==> src/rtl/csd_pkg.sv <==
package csd_pkg;
  localparam int unsigned SYM_W = 5;
  localparam int unsigned WIN_W = 2 * SYM_W;

  localparam logic [SYM_W-1:0] CG_J    = 5'b11000;
  localparam logic [SYM_W-1:0] CG_K    = 5'b10001;
  localparam logic [SYM_W-1:0] CG_T    = 5'b01101;
  localparam logic [SYM_W-1:0] CG_R    = 5'b00111;
  localparam logic [SYM_W-1:0] CG_IDLE = 5'b11111;

  typedef enum logic [1:0] {
    ST_IDLE  = 2'd0,
    ST_PRE   = 2'd1,
    ST_ALIGN = 2'd2
  } csd_state_e;
endpackage

==> src/rtl/csd_window.sv <==
module csd_window
  import csd_pkg::*;
(
  input  logic             clk_i,
  input  logic             rst_ni,
  input  logic             bit_i,
  output logic             sparse_o,
  output logic             jk_o,
  output logic [SYM_W-1:0] sym_o
);
  logic [WIN_W-2:0] hist_q;
  logic [WIN_W-1:0] win;

  // newest bit at index 0
  assign win = {hist_q, bit_i};

  always_ff @(posedge clk_i or negedge rst_ni) begin
    if (!rst_ni) hist_q <= '1;
    else         hist_q <= win[WIN_W-2:0];
  end

  // new zero plus a non-adjacent zero inside the window
  assign sparse_o = ~bit_i & ~(&win[WIN_W-1:2]);
  assign jk_o     = (win == {CG_J, CG_K});
  assign sym_o    = win[SYM_W-1:0];
endmodule

==> src/rtl/csd_track.sv <==
module csd_track
  import csd_pkg::*;
#(
  parameter int unsigned ONES_LIM = 10
) (
  input  logic             clk_i,
  input  logic             rst_ni,
  input  logic             bit_i,
  input  logic             sparse_i,
  input  logic             jk_i,
  input  logic [SYM_W-1:0] sym_i,
  output logic             busy_o,
  output logic             stop_o,
  output logic             fc_o
);
  localparam int unsigned OW = $clog2(ONES_LIM);
  localparam int unsigned PW = $clog2(SYM_W);
  localparam logic [OW-1:0] ONES_LAST = OW'(ONES_LIM - 1);
  localparam logic [PW-1:0] PH_LAST   = PW'(SYM_W - 1);

  csd_state_e    state_q, state_d;
  logic [OW-1:0] ones_q, ones_d;
  logic [PW-1:0] ph_q, ph_d;
  logic          pend_t_q, pend_t_d;
  logic          pend_i_q, pend_i_d;
  logic          fc_q;
  logic          abort, term;

  always_comb begin
    state_d  = state_q;
    ones_d   = ones_q;
    ph_d     = ph_q;
    pend_t_d = pend_t_q;
    pend_i_d = pend_i_q;
    abort    = 1'b0;
    term     = 1'b0;
    unique case (state_q)
      ST_IDLE: begin
        if (sparse_i) begin
          state_d = ST_PRE;
          ones_d  = '0;
        end
      end
      ST_PRE: begin
        if (jk_i) begin
          state_d  = ST_ALIGN;
          ph_d     = '0;
          pend_t_d = 1'b0;
          pend_i_d = 1'b0;
        end else if (bit_i) begin
          if (ones_q == ONES_LAST) begin
            abort   = 1'b1;
            state_d = ST_IDLE;
          end else begin
            ones_d = ones_q + 1'b1;
          end
        end else begin
          ones_d = '0;
        end
      end
      ST_ALIGN: begin
        if (ph_q == PH_LAST) begin
          ph_d = '0;
          if ((pend_t_q && sym_i == CG_R) || (pend_i_q && sym_i == CG_IDLE)) begin
            term    = 1'b1;
            state_d = ST_IDLE;
          end else begin
            pend_t_d = (sym_i == CG_T);
            pend_i_d = (sym_i == CG_IDLE);
          end
        end else begin
          ph_d = ph_q + 1'b1;
        end
      end
      default: state_d = ST_IDLE;
    endcase
  end

  always_ff @(posedge clk_i or negedge rst_ni) begin
    if (!rst_ni) begin
      state_q  <= ST_IDLE;
      ones_q   <= '0;
      ph_q     <= '0;
      pend_t_q <= 1'b0;
      pend_i_q <= 1'b0;
      fc_q     <= 1'b0;
    end else begin
      state_q  <= state_d;
      ones_q   <= ones_d;
      ph_q     <= ph_d;
      pend_t_q <= pend_t_d;
      pend_i_q <= pend_i_d;
      fc_q     <= abort;
    end
  end

  assign busy_o = (state_q != ST_IDLE);
  assign stop_o = abort | term;
  assign fc_o   = fc_q;
endmodule

==> src/rtl/csd_delay.sv <==
module csd_delay #(
  parameter int unsigned DLY_LEN = 5
) (
  input  logic clk_i,
  input  logic rst_ni,
  input  logic in_i,
  input  logic clr_i,
  output logic out_o
);
  logic [DLY_LEN-1:0] dly_q;

  // clear on a confirmed end so the edge lands on the closing symbol
  always_ff @(posedge clk_i or negedge rst_ni) begin
    if (!rst_ni)    dly_q <= '0;
    else if (clr_i) dly_q <= '0;
    else            dly_q <= {dly_q[DLY_LEN-2:0], in_i};
  end

  assign out_o = dly_q[DLY_LEN-1];
endmodule

==> src/rtl/carrier_sense_det.sv <==
module carrier_sense_det
  import csd_pkg::*;
#(
  parameter int unsigned ONES_LIM = 10,
  parameter int unsigned DLY_LEN  = SYM_W
) (
  input  logic clk_i,
  input  logic rst_ni,
  input  logic code_bit_i,
  input  logic tx_en_i,
  input  logic full_duplex_i,
  input  logic repeater_i,
  output logic crs_o,
  output logic false_carrier_o
);
  logic             sparse, jk;
  logic [SYM_W-1:0] sym;
  logic             rx_busy, rx_stop, rx_crs;

  csd_window i_window (
    .clk_i    (clk_i),
    .rst_ni   (rst_ni),
    .bit_i    (code_bit_i),
    .sparse_o (sparse),
    .jk_o     (jk),
    .sym_o    (sym)
  );

  csd_track #(.ONES_LIM(ONES_LIM)) i_track (
    .clk_i    (clk_i),
    .rst_ni   (rst_ni),
    .bit_i    (code_bit_i),
    .sparse_i (sparse),
    .jk_i     (jk),
    .sym_i    (sym),
    .busy_o   (rx_busy),
    .stop_o   (rx_stop),
    .fc_o     (false_carrier_o)
  );

  csd_delay #(.DLY_LEN(DLY_LEN)) i_delay (
    .clk_i  (clk_i),
    .rst_ni (rst_ni),
    .in_i   (rx_busy),
    .clr_i  (rx_stop),
    .out_o  (rx_crs)
  );

  assign crs_o = rx_crs | (tx_en_i & ~full_duplex_i & ~repeater_i);
endmodule

==> config.mk <==
export PLATFORM = sky130hd
export DESIGN_NAME = carrier_sense_det
export DESIGN_NICKNAME = d
export VERILOG_FILES = /design/src/rtl/csd_pkg.sv /design/src/rtl/csd_window.sv /design/src/rtl/csd_track.sv /design/src/rtl/csd_delay.sv /design/src/rtl/carrier_sense_det.sv
export SDC_FILE = /design/constraint.sdc
export NUM_CORES = 1
export LEC_CHECK = 0
export CAP_MARGIN = 15
export CORE_ASPECT_RATIO = 1.2
export CORE_MARGIN = 4
export CORE_UTILIZATION = 32
export DETAILED_ROUTE_END_ITERATION = 10
export DONT_BUFFER_PORTS = 1
export PLACE_DENSITY = 0.53
export SETUP_SLACK_MARGIN = 0.05
export SLEW_MARGIN = 30
export SYNTH_ARGS = -nofsm -noshare
export SYNTH_HDL_FRONTEND = slang
export SYNTH_SLANG_ARGS = --single-unit
==> constraint.sdc <==
create_clock -name clk_i -period 1.85 [get_ports clk_i]
set_input_delay 0.37 -clock clk_i [delete_from_list [all_inputs] [get_ports clk_i]]
set_output_delay 0.37 -clock clk_i [all_outputs]
set_load 0.1 [all_outputs]
==> impl_metrics.py <==
metrics = {
    "drt": {
        "post_drt_wl_per_cell_um": 13.8,
        "drt-initial-drc-count": 23,
        "met2WireLength_um": 955,
        "wl_met3_um": 57,
        "vias": 787,
        "highest_layer": "met4",
        "ant_nets": 0,
        "finalWirelength_um": 2040,
        "firstDrtPassIters": 4,
        "routed_via_density": 5.32,
        "drc": 0,
        "met1_length_um": 987,
    },
    "critical_path": {
        "cpPeakStageDelay_ns": 0.58,
        "cp_data_required_time_ns": 2.01,
        "critical_path_class": "reg2reg",
        "crit_arrival_ns": 1.84,
        "slowest_stage": "dfstp_2",
        "crit_path_start_kind": "register",
        "endpoint_kind": "register",
        "crit_chain": "and4bb_1 > a41o_2 > o21ba_2 > and2_1",
        "worstPathMaxFanout": 6,
    },
    "timing": {
        "setup_tns_ns": 0,
        "fmax_mhz": 595,
        "final_max_slew_viol_count": 0,
        "relSlewSlack": 0.774,
        "hold_violations": 0,
        "fin_crit_sh": 0.908,
        "rsz0062_at_grt": "no",
        "layout_min_cycle_time_ns": 1.68,
        "finalSetupViolCount": 0,
        "tightestPinTransition_ns": 0.339,
        "final.setup_skew_ns": 0.00480,
    },
    "synth": {
        "yosysSeqAreaShare": 0.555,
        "synth_top_family_by_area": "simple AND/OR/NAND/NOR gates",
        "ys_ff_latch": 26,
        "synth_mux_area_frac": 0.0335,
        "synth_compound_area_frac": 0.118,
        "synth_cells": 101,
        "yosys_warnings": 0,
        "yosys.area_share.simple": 0.233,
        "netlist_area_um2": 1190,
        "synth_nets": 111,
        "synth_xor_area_frac": 0,
        "synthAdderAreaFrac": 0.0419,
        "synth.avg_cell_area_um2": 11.8,
        "synth.distinct_cells": 35,
    },
    "layout": {
        "fin_nets": 120,
        "final_cell_mix": "dfrtp_1, dfstp_2, nand3_1, nand2_1, inv_1",
        "filler_cell_count": 357,
        "syn_to_final_growth_pct": 11.6,
        "drive_above_1_share": 0.239,
        "diodes": 0,
        "final_common_cell": "dfrtp_1",
        "fin_util": 0.370,
    },
    "pwr": {
        "p_seq_frac": 0.564,
        "peakVddDrop_v": 0.000272,
        "leakage_nw": 0.541,
        "clkPwrFrac": 0.248,
        "pwr-share-comb": 0.188,
        "finalPower_mw": 1.27,
        "p_int_uw": 900,
        "switching_share": 0.289,
        "p_switching_uw": 365,
        "powerDensity_nw_per_um2": 950,
    },
    "floorplanning": {
        "core.rowCount": 24,
        "dieWidth_um": 63.8,
        "core_um2": 3600,
        "die-height_um": 74.9,
        "io_pins": 8,
        "die_area_um2": 4780,
        "start_util": 0.331,
    },
    "global_routing": {
        "grt_max_degree": 27,
        "grt_pass1_vias": 779,
        "antenna_found_initial": 0,
        "grt_pass1_wl_um": 3530,
        "gr-total-overflow": 0,
        "grt_usage": 0.0956,
    },
    "cts": {
        "tritoncts": "done",
        "cts_buffers": 3,
        "post-cts-setup-buffers": 0,
        "clk_path_buf_depth": 2,
        "cts_root_buf": "clkbuf_8",
        "clock-sinks": 26,
        "clkSlewWorstSetupHoldPaths_ns": 0.09,
        "clk_latency_ns": 0.26,
        "cts_max_level": 1,
    },
    "placement": {
        "gp_congestion": 0.746,
        "io_buffer_count": 0,
        "hpwl_um": 1490,
    },
    "min_path": {
        "hp-class": "in2reg",
    },
    "job": {
        "cap_viol_max_count": 0,
    },
    "run_status": {
        "status": "finished, final reports clean",
    },
}
==> path summary, 6_finish.rpt <==
check	slack, ns	end	cells after the start	start
min in group asynchronous	0.53	i_track.fc_o	2	rst_ni
hold reg to reg	0.40	i_window.hist_q[6]	0	i_window.hist_q[5]
hold / removal	0.1	i_window.hist_q[0]	0	code_bit_i
max in group asynchronous	1.10	i_window.hist_q[1]	2	rst_ni
setup / recovery	0.17	i_delay.dly_q[3]	4	i_window.hist_q[1]
setup reg to reg	0.17	i_delay.dly_q[3]	4	i_window.hist_q[1]
==> power groups by stage <==
stage	registers, mW	logic (mW)	clock network, mW
after floorplan	0.707	0.190	0
after global placement	0.724	0.221	0
after detailed placement	0.724	0.223	0
after CTS	0.715	0.242	0.325
after global routing	0.723	0.266	0.349
final	0.714	0.238	0.313
==> state kept, by name, summed over array words and instances (netlist names) <==
signal / cells
i_window.hist_q: 9
i_delay.dly_q: 5
i_track.ones_q: 4
i_track.ph_q: 3
i_track.state_q: 2
i_track.fc_o: 1
i_track.pend_i_q: 1
i_track.pend_t_q: 1
==> logic make-up after synthesis <==
family,count (synthesis)
AND/OR/NAND/NOR,44
flip-flops,26
AO/OA/AOI/OAI,18
buffers and inverters,6
adder cells (fa/ha/maj),4
multiplexers,3
==> routing by layer <==
layer	global-route usage	up-vias
met5	0	-
met4	0.0576	0
met3	0.0179	4
met2	0.162	10
met1	0.114	387
li1	-	386
==> timing repair <==
action | in CTS | in global routing
gates resized for setup | 0 | 0
endpoints found under the setup margin | 0 | 0
hold buffers | 2 | 0
hold endpoints to repair | 26 | 0
==> layout make-up <==
class / count / area [um2] / share of cell area
clock buffer: 3 / 41.3 / 0.0310
timing repair buffer: 4 / 45.0 / 0.0338
multi-input combinational: 69 / 509 / 0.382
clock inverter: 1 / 3.75 / 0.00282
inverter: 6 / 22.5 / 0.0169
sequential: 26 / 662 / 0.497
tap: 39 / 48.8 / 0.0366
==> cells in the mapped netlist <==
| cell type | count | area, um2 |
|---|---|---|
| dfrtp_1 | 17 | 425 |
| dfstp_2 | 9 | 236 |
| nand2_1 | 8 | 30.0 |
| nand3_1 | 8 | 40.0 |
| inv_1 | 6 | 22.5 |
| and2_1 | 5 | 31.3 |
| nand4_1 | 5 | 31.3 |
| ha_1 | 4 | 50.1 |
| nor2_1 | 3 | 11.3 |
| nor2b_1 | 3 | 18.8 |
| o21ai_1 | 3 | 15.0 |
| mux2_4 | 2 | 30.0 |
| nand2b_1 | 2 | 12.5 |
| nand4b_1 | 2 | 17.5 |
| nor3_1 | 2 | 10.0 |
| o211ai_1 | 2 | 15.0 |
| o21ai_2 | 2 | 17.5 |
| a211oi_1 | 1 | 7.51 |
| a21o_1 | 1 | 7.51 |
| a21oi_1 | 1 | 5.00 |
| a21oi_2 | 1 | 8.76 |
| a41o_2 | 1 | 11.3 |
| and4_1 | 1 | 8.76 |
| and4bb_1 | 1 | 12.5 |
| mux2i_1 | 1 | 10.0 |
| nand4b_2 | 1 | 15.0 |
| nor4_1 | 1 | 6.26 |
| nor4_4 | 1 | 21.3 |
| o21a_1 | 1 | 7.51 |
| o21ai_0 | 1 | 5.00 |
| o21ba_2 | 1 | 10.0 |
| o22ai_1 | 1 | 6.26 |
| o311ai_1 | 1 | 8.76 |
| o41ai_2 | 1 | 16.3 |
| or3b_4 | 1 | 11.3 |
==> worst max-delay path: cells and delay by family, from the launching register on <==
family / cells / cell delay [ns]
compound gates: 2 / 0.58
flops: 1 / 0.58
simple gates: 2 / 0.42
==> stage by stage <==
stage               cell area, um2  worst slack (ns)  hold WS (ns)  instances
global placement              1260             0.193        0.0750        142
floorplan                     1190             0.284        0.0744        101
global route                  1330             0.114        0.0837        148
finish                        1330             0.170        0.0990        148
detailed placement            1260             0.179        0.0751        142
CTS                           1330             0.174        0.0960        148
Power figures use the tool's default switching activity.
